## config.mk

```make
export PLATFORM = sky130hd
export DESIGN_NAME = ecc_byte_ram
export DESIGN_NICKNAME = d
export VERILOG_FILES = /design/src/rtl/ecc_byte_ram.sv
export SDC_FILE = /design/constraint.sdc
export NUM_CORES = 1
export LEC_CHECK = 0
export BUFFER_PORTS_ARGS = -buffer_cell sky130_fd_sc_hd__buf_2
export CORE_UTILIZATION = 60
export DETAILED_ROUTE_END_ITERATION = 16
export PLACE_DENSITY = 0.82
export SLEW_MARGIN = 20
export SYNTH_ARGS = -nofsm -noshare
export SYNTH_HDL_FRONTEND = slang
export SYNTH_SLANG_ARGS = --single-unit
```

## constraint.sdc

```tcl
create_clock -name clk -period 3 [get_ports clk]
set_input_delay 0.6 -clock clk [delete_from_list [all_inputs] [get_ports clk]]
set_output_delay 0.6 -clock clk [all_outputs]
set_load 0.005 [all_outputs]
```

## src/rtl/ecc_byte_ram.sv

```systemverilog
module ecc_byte_ram #(
  parameter int ADDR_W = 4
) (
  input  logic              clk,
  input  logic              rst_n,
  input  logic              ce_n,
  input  logic              oe_n,
  input  logic              we_n,
  input  logic [ADDR_W-1:0] addr,
  input  logic [7:0]        din,
  input  logic [11:0]       inj_mask,
  output logic [7:0]        dout,
  output logic              dout_en,
  output logic              err_fix,
  output logic              err_bad
);
  localparam int DEPTH = 1 << ADDR_W;
  localparam int DW    = 8;
  localparam int PW    = 4;
  localparam int CW    = DW + PW;

  logic [CW-1:0] mem [DEPTH];

  function automatic logic [PW-1:0] syndrome(input logic [CW-1:0] c);
    logic [PW-1:0] s;
    s = '0;
    for (int p = 1; p <= CW; p++)
      for (int k = 0; k < PW; k++)
        if (p[k]) s[k] = s[k] ^ c[p-1];
    return s;
  endfunction

  function automatic logic [CW-1:0] encode(input logic [DW-1:0] d);
    logic [CW-1:0] c;
    logic [2:0] j;
    logic [PW-1:0] s;
    c = '0;
    j = '0;
    for (int p = 1; p <= CW; p++)
      if ((p & (p - 1)) != 0) begin
        c[p-1] = d[j];
        j = j + 3'd1;
      end
    s = syndrome(c);
    for (int k = 0; k < PW; k++) c[(1 << k) - 1] = s[k];
    return c;
  endfunction

  function automatic logic [DW-1:0] extract(input logic [CW-1:0] c);
    logic [DW-1:0] d;
    logic [2:0] j;
    d = '0;
    j = '0;
    for (int p = 1; p <= CW; p++)
      if ((p & (p - 1)) != 0) begin
        d[j] = c[p-1];
        j = j + 3'd1;
      end
    return d;
  endfunction

  wire wr = !ce_n && !we_n;
  wire rd = !ce_n && we_n && !oe_n;

  logic [CW-1:0] raw_cw, fixed_cw;
  logic [PW-1:0] syn;
  logic          fix, bad;

  always_comb begin
    raw_cw   = mem[addr];
    syn      = syndrome(raw_cw);
    fix      = (syn != '0) && (syn <= PW'(CW));
    bad      = (syn > PW'(CW));
    fixed_cw = fix ? (raw_cw ^ (CW'(1) << (syn - PW'(1)))) : raw_cw;
  end

  always_ff @(posedge clk or negedge rst_n) begin
    if (!rst_n) begin
      for (int i = 0; i < DEPTH; i++) mem[i] <= '0;
      dout    <= '0;
      dout_en <= 1'b0;
      err_fix <= 1'b0;
      err_bad <= 1'b0;
    end else begin
      if (wr) mem[addr] <= encode(din) ^ inj_mask;
      dout_en <= rd;
      dout    <= rd ? extract(fixed_cw) : '0;
      err_fix <= rd && fix;
      err_bad <= rd && bad;
    end
  end

  assert_deselect_quiet_R4: assert property (@(posedge clk) disable iff (!rst_n)
    ce_n |=> (!dout_en && dout == '0));

  assert_write_no_drive_R5: assert property (@(posedge clk) disable iff (!rst_n)
    (!ce_n && !we_n) |=> (!dout_en && !err_fix && !err_bad));

  assert_flags_exclusive_R7: assert property (@(posedge clk) disable iff (!rst_n)
    !(err_fix && err_bad));

  assert_oe_blocks_R9: assert property (@(posedge clk) disable iff (!rst_n)
    (!ce_n && we_n && oe_n) |=> (!dout_en && !err_fix && !err_bad));

  assert_flag_needs_read_R2: assert property (@(posedge clk) disable iff (!rst_n)
    (err_fix || err_bad) |-> dout_en);
endmodule

```

======== Word-level counts from Yosys, hierarchy flattened ========
Cells that the tools add are included.
operators by class
  $add $sub $neg .......................... 7
  bitwise gates (word level) .............. 38
  mux-type cells .......................... 55
  shifts and indexed selects .............. 1
  reductions and logical operators ........ 11
  magnitude comparators ................... 11
operator list
  cell                                                   number
  bitwise mux 192 bit                                    1
  binary-select mux 12 bit (select 4 bit)                1
  demux 12 bit (select 4 bit)                            1
  2-to-1 mux 12 bit                                      4
  XOR 1 bit                                              35
  2-to-1 mux 1 bit                                       33
  < comparator 3 x 4 -> 1 bit, second input constant     7
  XOR 12 bit                                             2
  binary-select mux 1 bit (select 3 bit)                 7
  2-to-1 mux 3 bit                                       7
  adder 3 x 1 -> 3 bit, second input constant            6
  left shift 1 x 4 -> 12 bit, first input constant       1
  2-to-1 mux 8 bit                                       1
  logical AND 1 bit                                      7
  >= comparator 5 bit, second input constant             1
  < comparator 5 x 1 -> 1 bit, second input constant     1
  inverter 4 -> 5 bit                                    1
  greater-than comparator 4 bit, second input constant   1
  less-or-equal comparator 4 bit, second input constant  1
  nonzero test 4 bit                                     1
  subtractor 4 x 1 -> 4 bit, second input constant       1
  logical NOT 1 bit                                      3
word-level totals
  output and inout bits ................... 11
  register bits ........................... 203
  logic and storage cells ................. 143

======== Depth between registers and ports, before layout ========
Gate-level depths: netlist of the first run.
  word-level depth ........................ 22
  mapped depth ............................ 12
  depth with buffers taken out ............ 7

======== Least setup slack after synthesis of the first run ========
No wires, ideal clock.
  path type ............................... input port to flip-flop
  start ................................... input addr[0]
  end ..................................... register dout[1]
  data arrival time ....................... 3.151 ns
  buffers on the path ..................... 2
  setup time .............................. 0.079 ns
  stages on the path ...................... 9
  path slack .............................. -0.230 ns
  cell sequence ........................... buf_6 -> buf_2 -> mux4_2 -> a22o_1 -> a221oi_2 -> xor2_1 -> xor3_2 -> nor4b_2 -> mux2i_1
between the ends
  longest elaborated chain between the ends .. 14
  elaborated cells on any way between the ends .. 30
  classes of those cells .................. add/sub (1); order compare (1); shift (1); mux (5); bitwise (20); reduce/logical (2)
ends and longest elaborated chain
  what                                                       line  text
  start: declaration                                         9     input logic [ADDR_W-1:0] addr,
  inverter 4 -> 5 bit (not written as such) (*)              70    raw_cw = mem[addr];
  binary-select mux 12 bit (select 4 bit) (*)                70
  2-to-1 mux 12 bit (not written as such) (*) (2 in series)  70
  XOR 1 bit (5 in series)                                    29    if (p[k]) s[k] = s[k] ^ c[p-1];
  subtractor 4 x 1 -> 4 bit                                  74    fixed_cw = fix ? (raw_cw ^ (CW'(1) << (syn - PW'(1)))) : raw_cw;
  left shift 1 x 4 -> 12 bit                                 74
  XOR 12 bit                                                 74
  2-to-1 mux 12 bit (*)                                      74
  2-to-1 mux 8 bit (*)                                       87    dout <= rd ? extract(fixed_cw) : '0;
  end signal: assignment                                     87
  end: declaration                                           12    output logic [7:0] dout,
Mark *: on every way between the ends. The rest lies on a longest branch, timed or not. The select of a mux whose other input is x is not followed.
A chain may end at the register's enable or synchronous reset.

======== Final worst setup path of the first run ========
  start ................................... input addr[1]
  end ..................................... register dout[3]
The elaborated chain is that of the path after synthesis.

==> metrics.txt, run 1 <==
status=finished clean; Pre-antenna DRT Iters=6; Async S/R FF share, synth=1.000; Final Skew=0.02338 ns; area leader, netlist=dfrtp_1; CTS Buf Count=22; std cell rows=44; clock tree buffer depth=3; worst-skew pair later-pin latency=0.53 ns; Synth area leaders=dfrtp_1, mux4_2, o21ai_0; post-synth top area share=0.5496; average size of a mapped cell=11.04 um2; P_leak=5.072 nW; CTS H-tree depth=1; die height=126.1 um; core area=14750 um2; flops & latches, synth=203; GP Congestion=0.8384; root buf cell=clkbuf_16; Fmax=0.3345 GHz; routed len/inst=22.51 um; PwrDens=833.7 nW/um2; Filler cells=864; total grt overflow=0; HPWL after DPL=15.24 mm; total power=9.210 mW; all-layer global routing usage=0.3255; remaining antenna violation count after routing=0; delay-heaviest family, CP=XOR/XNOR gates; unique cell type count in the Yosys netlist=37; Yosys warnings=0; Worst slew margin=0.4174; vias in the first global route=7202; Synth Instances=837; Hold Vio Cnt, Final=0; Die Area=15910 um2; most frequent cell after synthesis=nand2_1; Final setup viols=0; Post-synth EDFFs=0; sequential fraction of the synthesis area=0.5496; VDD IR max=0.0005062 V; required time worst endpoint=3.42 ns; Slowest cell on crit path=xor3_2; Max Cap Viol=0; worst-path fanout max=12; detail-routed via count per cell=6.417; placed cells=1069; R2R Setup Slk=0.08 ns; Critical Path Start Type=input port; initial antenna violation count=0; RSZ-0062 raised after global routing=yes; n_diodes=0; top post-synthesis cells by count=nand2_1, dfrtp_1, o21ai_0; number of top-level pins=40; # DRC=0; vias post-DR=7148; first-pass GRT wire length=39.38 mm; CTS tree=yes; measured slew at the worst slew-check pin=0.8718 ns; final hold slack=0.1058 ns; setup ws final=0.01050 ns; Critical Path Max Stage Delay=0.60 ns; Final Cycle Share=0.9965; nets=944; largest net degree at the start of global routing=81; area delta synth->final=19.53%; final slew viol count=0; Syn Std Cell Area=9243 um2; register area=5080 um2; syn nets=866; Initial Utilization=0.6264; clock sink count=203; Post-synth top flop=dfrtp_1; width of the die=126.1 um; crit path DAT=3.41 ns; kind of critical path=in2reg; port buffer count=39; layout cells sized above 1=0.2538; initial drt markers=736; setup TNS=0 ns; worst path bufs/invs=2; CP Cell Sequence=buf_2, buf_4, mux4_2, a22oi_1, nand2_1, xnor2_2, xor3_2, nor4_2, mux2i_1; worst hold path class=in2async; WL final=25.08 mm; multi-input logic area=4004 um2; Setup crit end kind=register; pre-CTS setup slack=-0.4550 ns; Finished Layout Cells=1114; Worst-path clk slew=0.06 ns; crit path time final=2.990 ns
## routing by layer
layer  GRT usage  vias up  part of all wire
met4      0.1297        0             0.037
met5           0        -                 0
met1      0.4341     3566              0.38
met2      0.5336      413              0.50
met3     0.06202       91             0.092
li1            -     3078                 -
## power by group
part,internal (mW),switching [mW],total (mW)
logic,1.20,1.36,2.56
registers,3.35,0.367,3.72
clock network,1.80,1.14,2.93
total,6.35,2.86,9.21
## per-stage QoR
step	utilization	instance area, um2
6_report	0.7488	11050
5_1_grt	0.7488	11050
4_1_cts	0.7351	10850
3_5_place_dp	0.6809	10050
3_3_place_gp	0.6804	10040
2_1_floorplan	-	9281
## area by class of cell
type | instances | area share
Timing Repair Buffer | 118 | 0.08584
Multi-Input combinational cell | 569 | 0.3624
Inverter | 1 | 0.0003398
Tap cell | 184 | 0.02084
Sequential cell | 203 | 0.4598
Clock inverter | 10 | 0.01495
Clock buffer | 29 | 0.05583
## flip-flops by register name (all words and copies together) (netlist names)
name / flops
err_bad: 1
dout_en: 1
mem: 192
dout: 8
err_fix: 1
## cell usage in the layout, fill, tap and decap left out, types with 7 or more instances in the layout
cell type  synthesis  layout
nand2_1          227     224
dfrtp_1          203     203
o21ai_0          192     192
buf_4              1      66
mux4_2            49      49
buf_2              6      37
clkbuf_16          0      23
xnor2_1           26      20
a22oi_1           17      11
buf_12             1       9
xnor2_2            1       7
mux2i_1            7       7
## worst paths after layout
check	depth (start not counted)	end	startpoint
max in group asynchronous	2	mem[82]	rst_n
setup reg to reg	7	dout[3]	mem[62]
hold / removal	1	mem[111]	rst_n
hold reg to reg	2	mem[171]	mem[171]
min in group clk	4	err_fix	oe_n
setup / recovery	9	dout[3]	addr[1]
## cell families (layout without fill, tap and decap cells)
kind of cell | after synthesis | count (layout) | share of synthesized area
buffers and inverters | 65 | 158 | 0.03262
AND/OR/NAND/NOR | 258 | 258 | 0.1157
multiplexers | 56 | 56 | 0.1270
XOR/XNOR | 39 | 39 | 0.04928
flip-flops | 203 | 203 | 0.5496
AO/OA/AOI/OAI | 216 | 216 | 0.1258
## what timing repair did
action	4_1_cts	5_1_grt
setup endpoints to repair	5	7
buffers inserted	0	5
gates resized for setup	4	22
pin swaps	1	8
cloned	0	1
hold buffers	0	0
hold endpoints to repair	0	0
Power figures use the tool's default switching activity.
==> run 2, diff against run 1 <==
- MAX_ROUTING_LAYER: not set -> met4
==> metrics.txt, run 2 (same netlist as run 1, synthesis figures left out) <==
status=finished clean (unchanged); kind of critical path=in2reg (unchanged); Setup crit end kind=register (unchanged); n_diodes=0 (unchanged); WL final=24.87 mm (was 25.08 mm); die height=126.1 um (unchanged); all-layer global routing usage=0.3355 (was 0.3255); setup TNS=0 ns (unchanged); root buf cell=clkbuf_16 (unchanged); std cell rows=44 (unchanged); Hold Vio Cnt, Final=0 (unchanged); commonest non-fill, non-tap cells in the layout=nand2_1, dfrtp_1, o21ai_0, buf_4, mux4_2 (unchanged); required time worst endpoint=3.43 ns (was 3.42 ns); Fmax=0.3420 GHz (was 0.3345 GHz); worst-skew pair later-pin latency=0.53 ns (about the same); Max Cap Viol=0 (unchanged); number of top-level pins=40 (unchanged); Pre-antenna DRT Iters=5 (was 6); initial antenna violation count=0 (unchanged); final core utilization=0.7471 (was 0.7488); vias in the first global route=7194 (was 7202); Die Area=15910 um2 (unchanged); Biggest register=mem (unchanged); HPWL after DPL=15.24 mm (unchanged); CTS Buf Count=22 (unchanged); width of the die=126.1 um (unchanged); worst hold path class=in2async (unchanged); GP Congestion=0.8513 (was 0.8384); P_leak=5.058 nW (was 5.072 nW); Final setup viols=0 (unchanged); nets=943 (was 944); # DRC=0 (unchanged); area delta synth->final=19.26% (was 19.53%); crit path DAT=3.35 ns (was 3.41 ns); first-pass GRT wire length=39.33 mm (was 39.38 mm); total power=9.183 mW (was 9.210 mW); Initial Utilization=0.6264 (unchanged); PwrDens=833.1 nW/um2 (was 833.7 nW/um2); worst-path fanout max=11 (was 12); clock sink count=203 (unchanged); routed len/inst=22.34 um (was 22.51 um); Worst-path clk slew=0.06 ns (about the same); Final Skew=0.02329 ns (was 0.02338 ns); detail-routed via count per cell=6.411 (was 6.417); remaining antenna violation count after routing=0 (unchanged); CTS tree=yes (unchanged); clock tree buffer depth=3 (unchanged); Finished Layout Cells=1113 (was 1114); layout cells sized above 1=0.2497 (was 0.2538); largest registers=mem: 192 flops, dout: 8 flops (unchanged); total grt overflow=0 (unchanged); port buffer count=39 (unchanged); CTS H-tree depth=1 (unchanged); placed cells=1069 (unchanged); commonest non-fill, non-tap cell in the layout=nand2_1 (unchanged); vias post-DR=7135 (was 7148); VDD IR max=0.0005047 V (was 0.0005062 V); Final Cycle Share=0.9745 (was 0.9965); Worst slew margin=0.3956 (was 0.4174); final slew viol count=0 (unchanged); Critical Path Start Type=input port (unchanged); largest net degree at the start of global routing=81 (unchanged); initial drt markers=761 (was 736); core area=14750 um2 (unchanged); CTS Hold Bufs=0 (unchanged); measured slew at the worst slew-check pin=0.9044 ns (was 0.8718 ns); max reg flops=192 (unchanged); crit path time final=2.924 ns (was 2.990 ns)
-- run 2: path summary, 6_finish.rpt --
path	start	slack [ns]	cells after the start	end
max reg2reg	mem[57]	0.09	8	dout[1]
max in group asynchronous	rst_n	2.19	2	mem[182]
min	rst_n	0.12	1	mem[111]
min reg2reg	mem[147]	0.48	2	mem[147]
max	addr[1]	0.08	10	dout[5]
min in group clk	oe_n	0.40	4	err_fix
-- run 2: critical path, stage by stage --
cell	delay, ns
buf_2	0.24
buf_4	0.26
mux4_2	0.32
a22o_1	0.30
a221oi_4	0.32
xor2_4	0.22
xnor3_1	0.35
buf_4	0.21
nor4b_4	0.31
mux2i_1	0.22
-- run 2: timing repair --
item	CTS	global route
setup endpoints to repair	5	7
pin swaps	1	6
resized for setup	4	17
hold endpoints to repair	0	0
cloned	0	1
buffers inserted	0	5
-- run 2: area by class of cell --
| type | count | area [um2] |
|---|---|---|
| Fill cell | 866 | 3731 |
| Clock buffer | 29 | 616.8 |
| Clock inverter | 10 | 165.2 |
| Timing Repair Buffer | 117 | 945.9 |
| Sequential cell | 203 | 5080 |
| Tap cell | 184 | 230.2 |
| Multi-Input combinational cell | 569 | 3981 |
| Inverter | 1 | 3.754 |
-- run 2: metal layers --
| metal | wire (um) | track usage | vias to the layer above |
|---|---|---|---|
| met1 | 9403 | 0.4347 | 3556 |
| met2 | 12150 | 0.5323 | 404 |
| li1 | - | - | 3072 |
| met3 | 2353 | 0.06075 | 103 |
| met4 | 961 | 0.1311 | 0 |
| met5 | 0 | - | - |
-- run 2: metrics by stage --
step / area [um2] / hold slack, ns / worst slack (ns)
3_5_place_dp: 10050 / 0.4650 / -0.4550
5_1_grt: 11020 / 0.1851 / -0.01912
4_1_cts: 10850 / 0.1603 / 0.01862
6_report: 11020 / 0.1169 / 0.07644
2_1_floorplan: 9281 / 0.3044 / -0.1153
3_3_place_gp: 10040 / 0.4569 / -0.3698
-- run 2: power breakdown --
group          switching (mW)  internal [mW]  leakage [nW]
clock network            1.13           1.80         0.387
registers               0.369           3.35          2.64
logic                    1.35           1.19          2.03
==> run 3, diff against run 2 <==
- CORE_UTILIZATION: 60 -> 56
- HOLD_SLACK_MARGIN: not set -> 0.02
- PLACE_DENSITY: 0.82 -> 0.8
- clock period: 3 -> 2.5 ns (I/O delays scaled with it)
==> metrics.txt, run 3 (same netlist as run 1, synthesis figures left out) <==
std cell rows=46 (was 44); CTS H-tree depth=1 (unchanged); measured slew at the worst slew-check pin=1.068 ns (was 0.9044 ns); nets=998 (was 943); WL final=27.88 mm (was 24.87 mm); worst-skew pair later-pin latency=0.51 ns (was 0.53 ns); largest net degree at the start of global routing=75 (was 81); CP Cell Sequence=buf_16, buf_12, buf_4, buf_4, mux4_2, a22oi_2, nand2_1, xor2_2, xnor3_2, nor4b_4, mux2i_1 (was buf_2, buf_4, mux4_2, a22o_1, a221oi_4, xor2_4, xnor3_1, buf_4, nor4b_4, mux2i_1); Filler cells=983 (was 866); layout cells sized above 1=0.3079 (was 0.2497); R2R Setup Slk=-0.34 ns (was 0.09 ns); first-pass GRT wire length=41.77 mm (was 39.33 mm); Setup crit end kind=register (unchanged); Hold Vio Cnt, Final=0 (unchanged); CTS Buf Count=22 (unchanged); number of top-level pins=40 (unchanged); final hold slack=0.01463 ns (was 0.1169 ns); GP Congestion=0.8647 (was 0.8513); total grt overflow=0 (unchanged); CTS Hold Bufs=0 (unchanged); remaining antenna violation count after routing=0 (unchanged); PwrDens=993.4 nW/um2 (was 833.1 nW/um2); required time worst endpoint=2.93 ns (was 3.43 ns); final slew viol count=0 (unchanged); core area=16000 um2 (was 14750 um2); Final Cycle Share=1.165; delay-heaviest family, CP=XOR/XNOR gates (was buffers and inverters); initial drt markers=974 (was 761); # DRC=0 (unchanged); Worst slew margin=0.2827 (was 0.3956); largest registers=mem: 192 flops, dout: 8 flops (unchanged); Critical Path Max Stage Delay=0.55 ns (was 0.35 ns); clock sink count=203 (unchanged); worst path bufs/invs=4 (was 3); setup ws final=-0.4129 ns (was 0.07644 ns); kind of critical path=in2reg (unchanged); area delta synth->final=26.28% (was 19.26%); detail-routed via count per cell=6.366 (was 6.411); commonest non-fill, non-tap cell in the layout=nand2_1 (unchanged); crit path DAT=3.34 ns (was 3.35 ns); Initial Utilization=0.5777 (was 0.6264); pre-CTS setup slack=-0.8870 ns (was -0.4550 ns); commonest non-fill, non-tap cells in the layout=nand2_1, dfrtp_1, o21ai_0, buf_4, mux4_2 (unchanged); routing usage on met1=0.4153 (was 0.4347); routed len/inst=23.23 um (was 22.34 um); die height=130.5 um (was 126.1 um); max reg flops=192 (unchanged); RSZ-0062 raised after global routing=yes; vias in the first global route=7638 (was 7194); worst hold path class=in2async (unchanged); P_leak=5.381 nW (was 5.058 nW); Critical Path Start Type=input port (unchanged); Pre-antenna DRT Iters=7 (was 5); Worst-path clk slew=0.06 ns (about the same); met3 usage=0.06922 (was 0.06075); Final setup viols=10 (was 0); crit path time final=2.913 ns; failing checks=setup timing; worst-path fanout max=6 (was 11); initial antenna violation count=0 (unchanged); grt peak-use layer=met2 (unchanged); Fmax=0.3433 GHz; setup TNS=-3.378 ns (was 0 ns); vias post-DR=7639 (was 7135); root buf cell=clkbuf_16 (unchanged); CTS tree=yes (unchanged); HPWL after DPL=16.06 mm (was 15.24 mm); port buffer count=39 (unchanged); CP most frequent cell=buf_4 (unchanged); clock tree buffer depth=3 (unchanged); status=finished with violations (was finished clean); Slowest cell on crit path=xnor3_2 (was xnor3_1); width of the die=130.5 um (was 126.1 um); met2 global-route usage=0.5463 (was 0.5323); Die Area=17020 um2 (was 15910 um2); all-layer global routing usage=0.3436 (was 0.3355); Final Skew=0.02465 ns (was 0.02329 ns); Max Cap Viol=0 (unchanged); Biggest register=mem (unchanged); n_diodes=0 (unchanged); VDD IR max=0.0009149 V (was 0.0005047 V)
run 3: worst register-to-register path, cell delays in order (launching register included):
cell     delay, ns
dfrtp_1       0.42
mux4_2        0.53
a22oi_2       0.28
nand2_1       0.16
xor2_2        0.25
xnor3_2       0.55
nor4b_4       0.31
mux2i_1       0.25
run 3: worst paths after layout:
check,startpoint,to,cells after the start
max,addr[0],dout[5],11
min,rst_n,mem[149],1
max reg2reg,mem[152],dout[5],7
min reg2reg,mem[126],mem[126],2
max in group asynchronous,rst_n,mem[114],2
min in group clk,oe_n,dout[7],4
run 3: power by group:
| group | total, mW | internal, mW | switching, mW |
|---|---|---|---|
| clock | 3.15 | 1.85 | 1.30 |
| sequential | 4.47 | 4.02 | 0.445 |
| combinational | 3.98 | 1.95 | 2.03 |
| total | 11.6 | 7.82 | 3.77 |
run 3: final cells by class:
class / count / area, um2 / share of cell area
Sequential cell: 203 / 5080 / 0.4352
Tap cell: 216 / 270.3 / 0.02316
Timing Repair Buffer: 172 / 1516 / 0.1299
Inverter: 1 / 3.754 / 0.0003216
Clock inverter: 6 / 30.03 / 0.002573
Clock buffer: 33 / 673.1 / 0.05768
Multi-Input combinational cell: 569 / 4098 / 0.3511
run 3: per-stage QoR:
stage | total power, mW | utilization | cells | instance area [um2]
after floorplan | 6.359 | - | 837 | 9288
after global placement | 7.304 | 0.6519 | 1134 | 10430
after detailed placement | 7.461 | 0.6523 | 1134 | 10440
after CTS | 11.08 | 0.7208 | 1192 | 11530
after global routing | 12.02 | 0.7294 | 1200 | 11670
final | 11.59 | 0.7294 | 1200 | 11670
run 3: timing repair:
| action | CTS | global route |
|---|---|---|
| cloned | 3 | 0 |
| pin swaps | 27 | 13 |
| setup buffers | 16 | 9 |
| endpoints found under the setup margin | 10 | 10 |
| hold endpoints to repair | 0 | 0 |
| gates resized for setup | 40 | 14 |
run 3: layer usage:
metal	vias up	part of all wire	wire length (um)
met4	0	0.057	1584
met3	130	0.10	2830
met2	551	0.48	13450
met1	3780	0.36	10020
li1	3178	-	-
met5	-	0	0
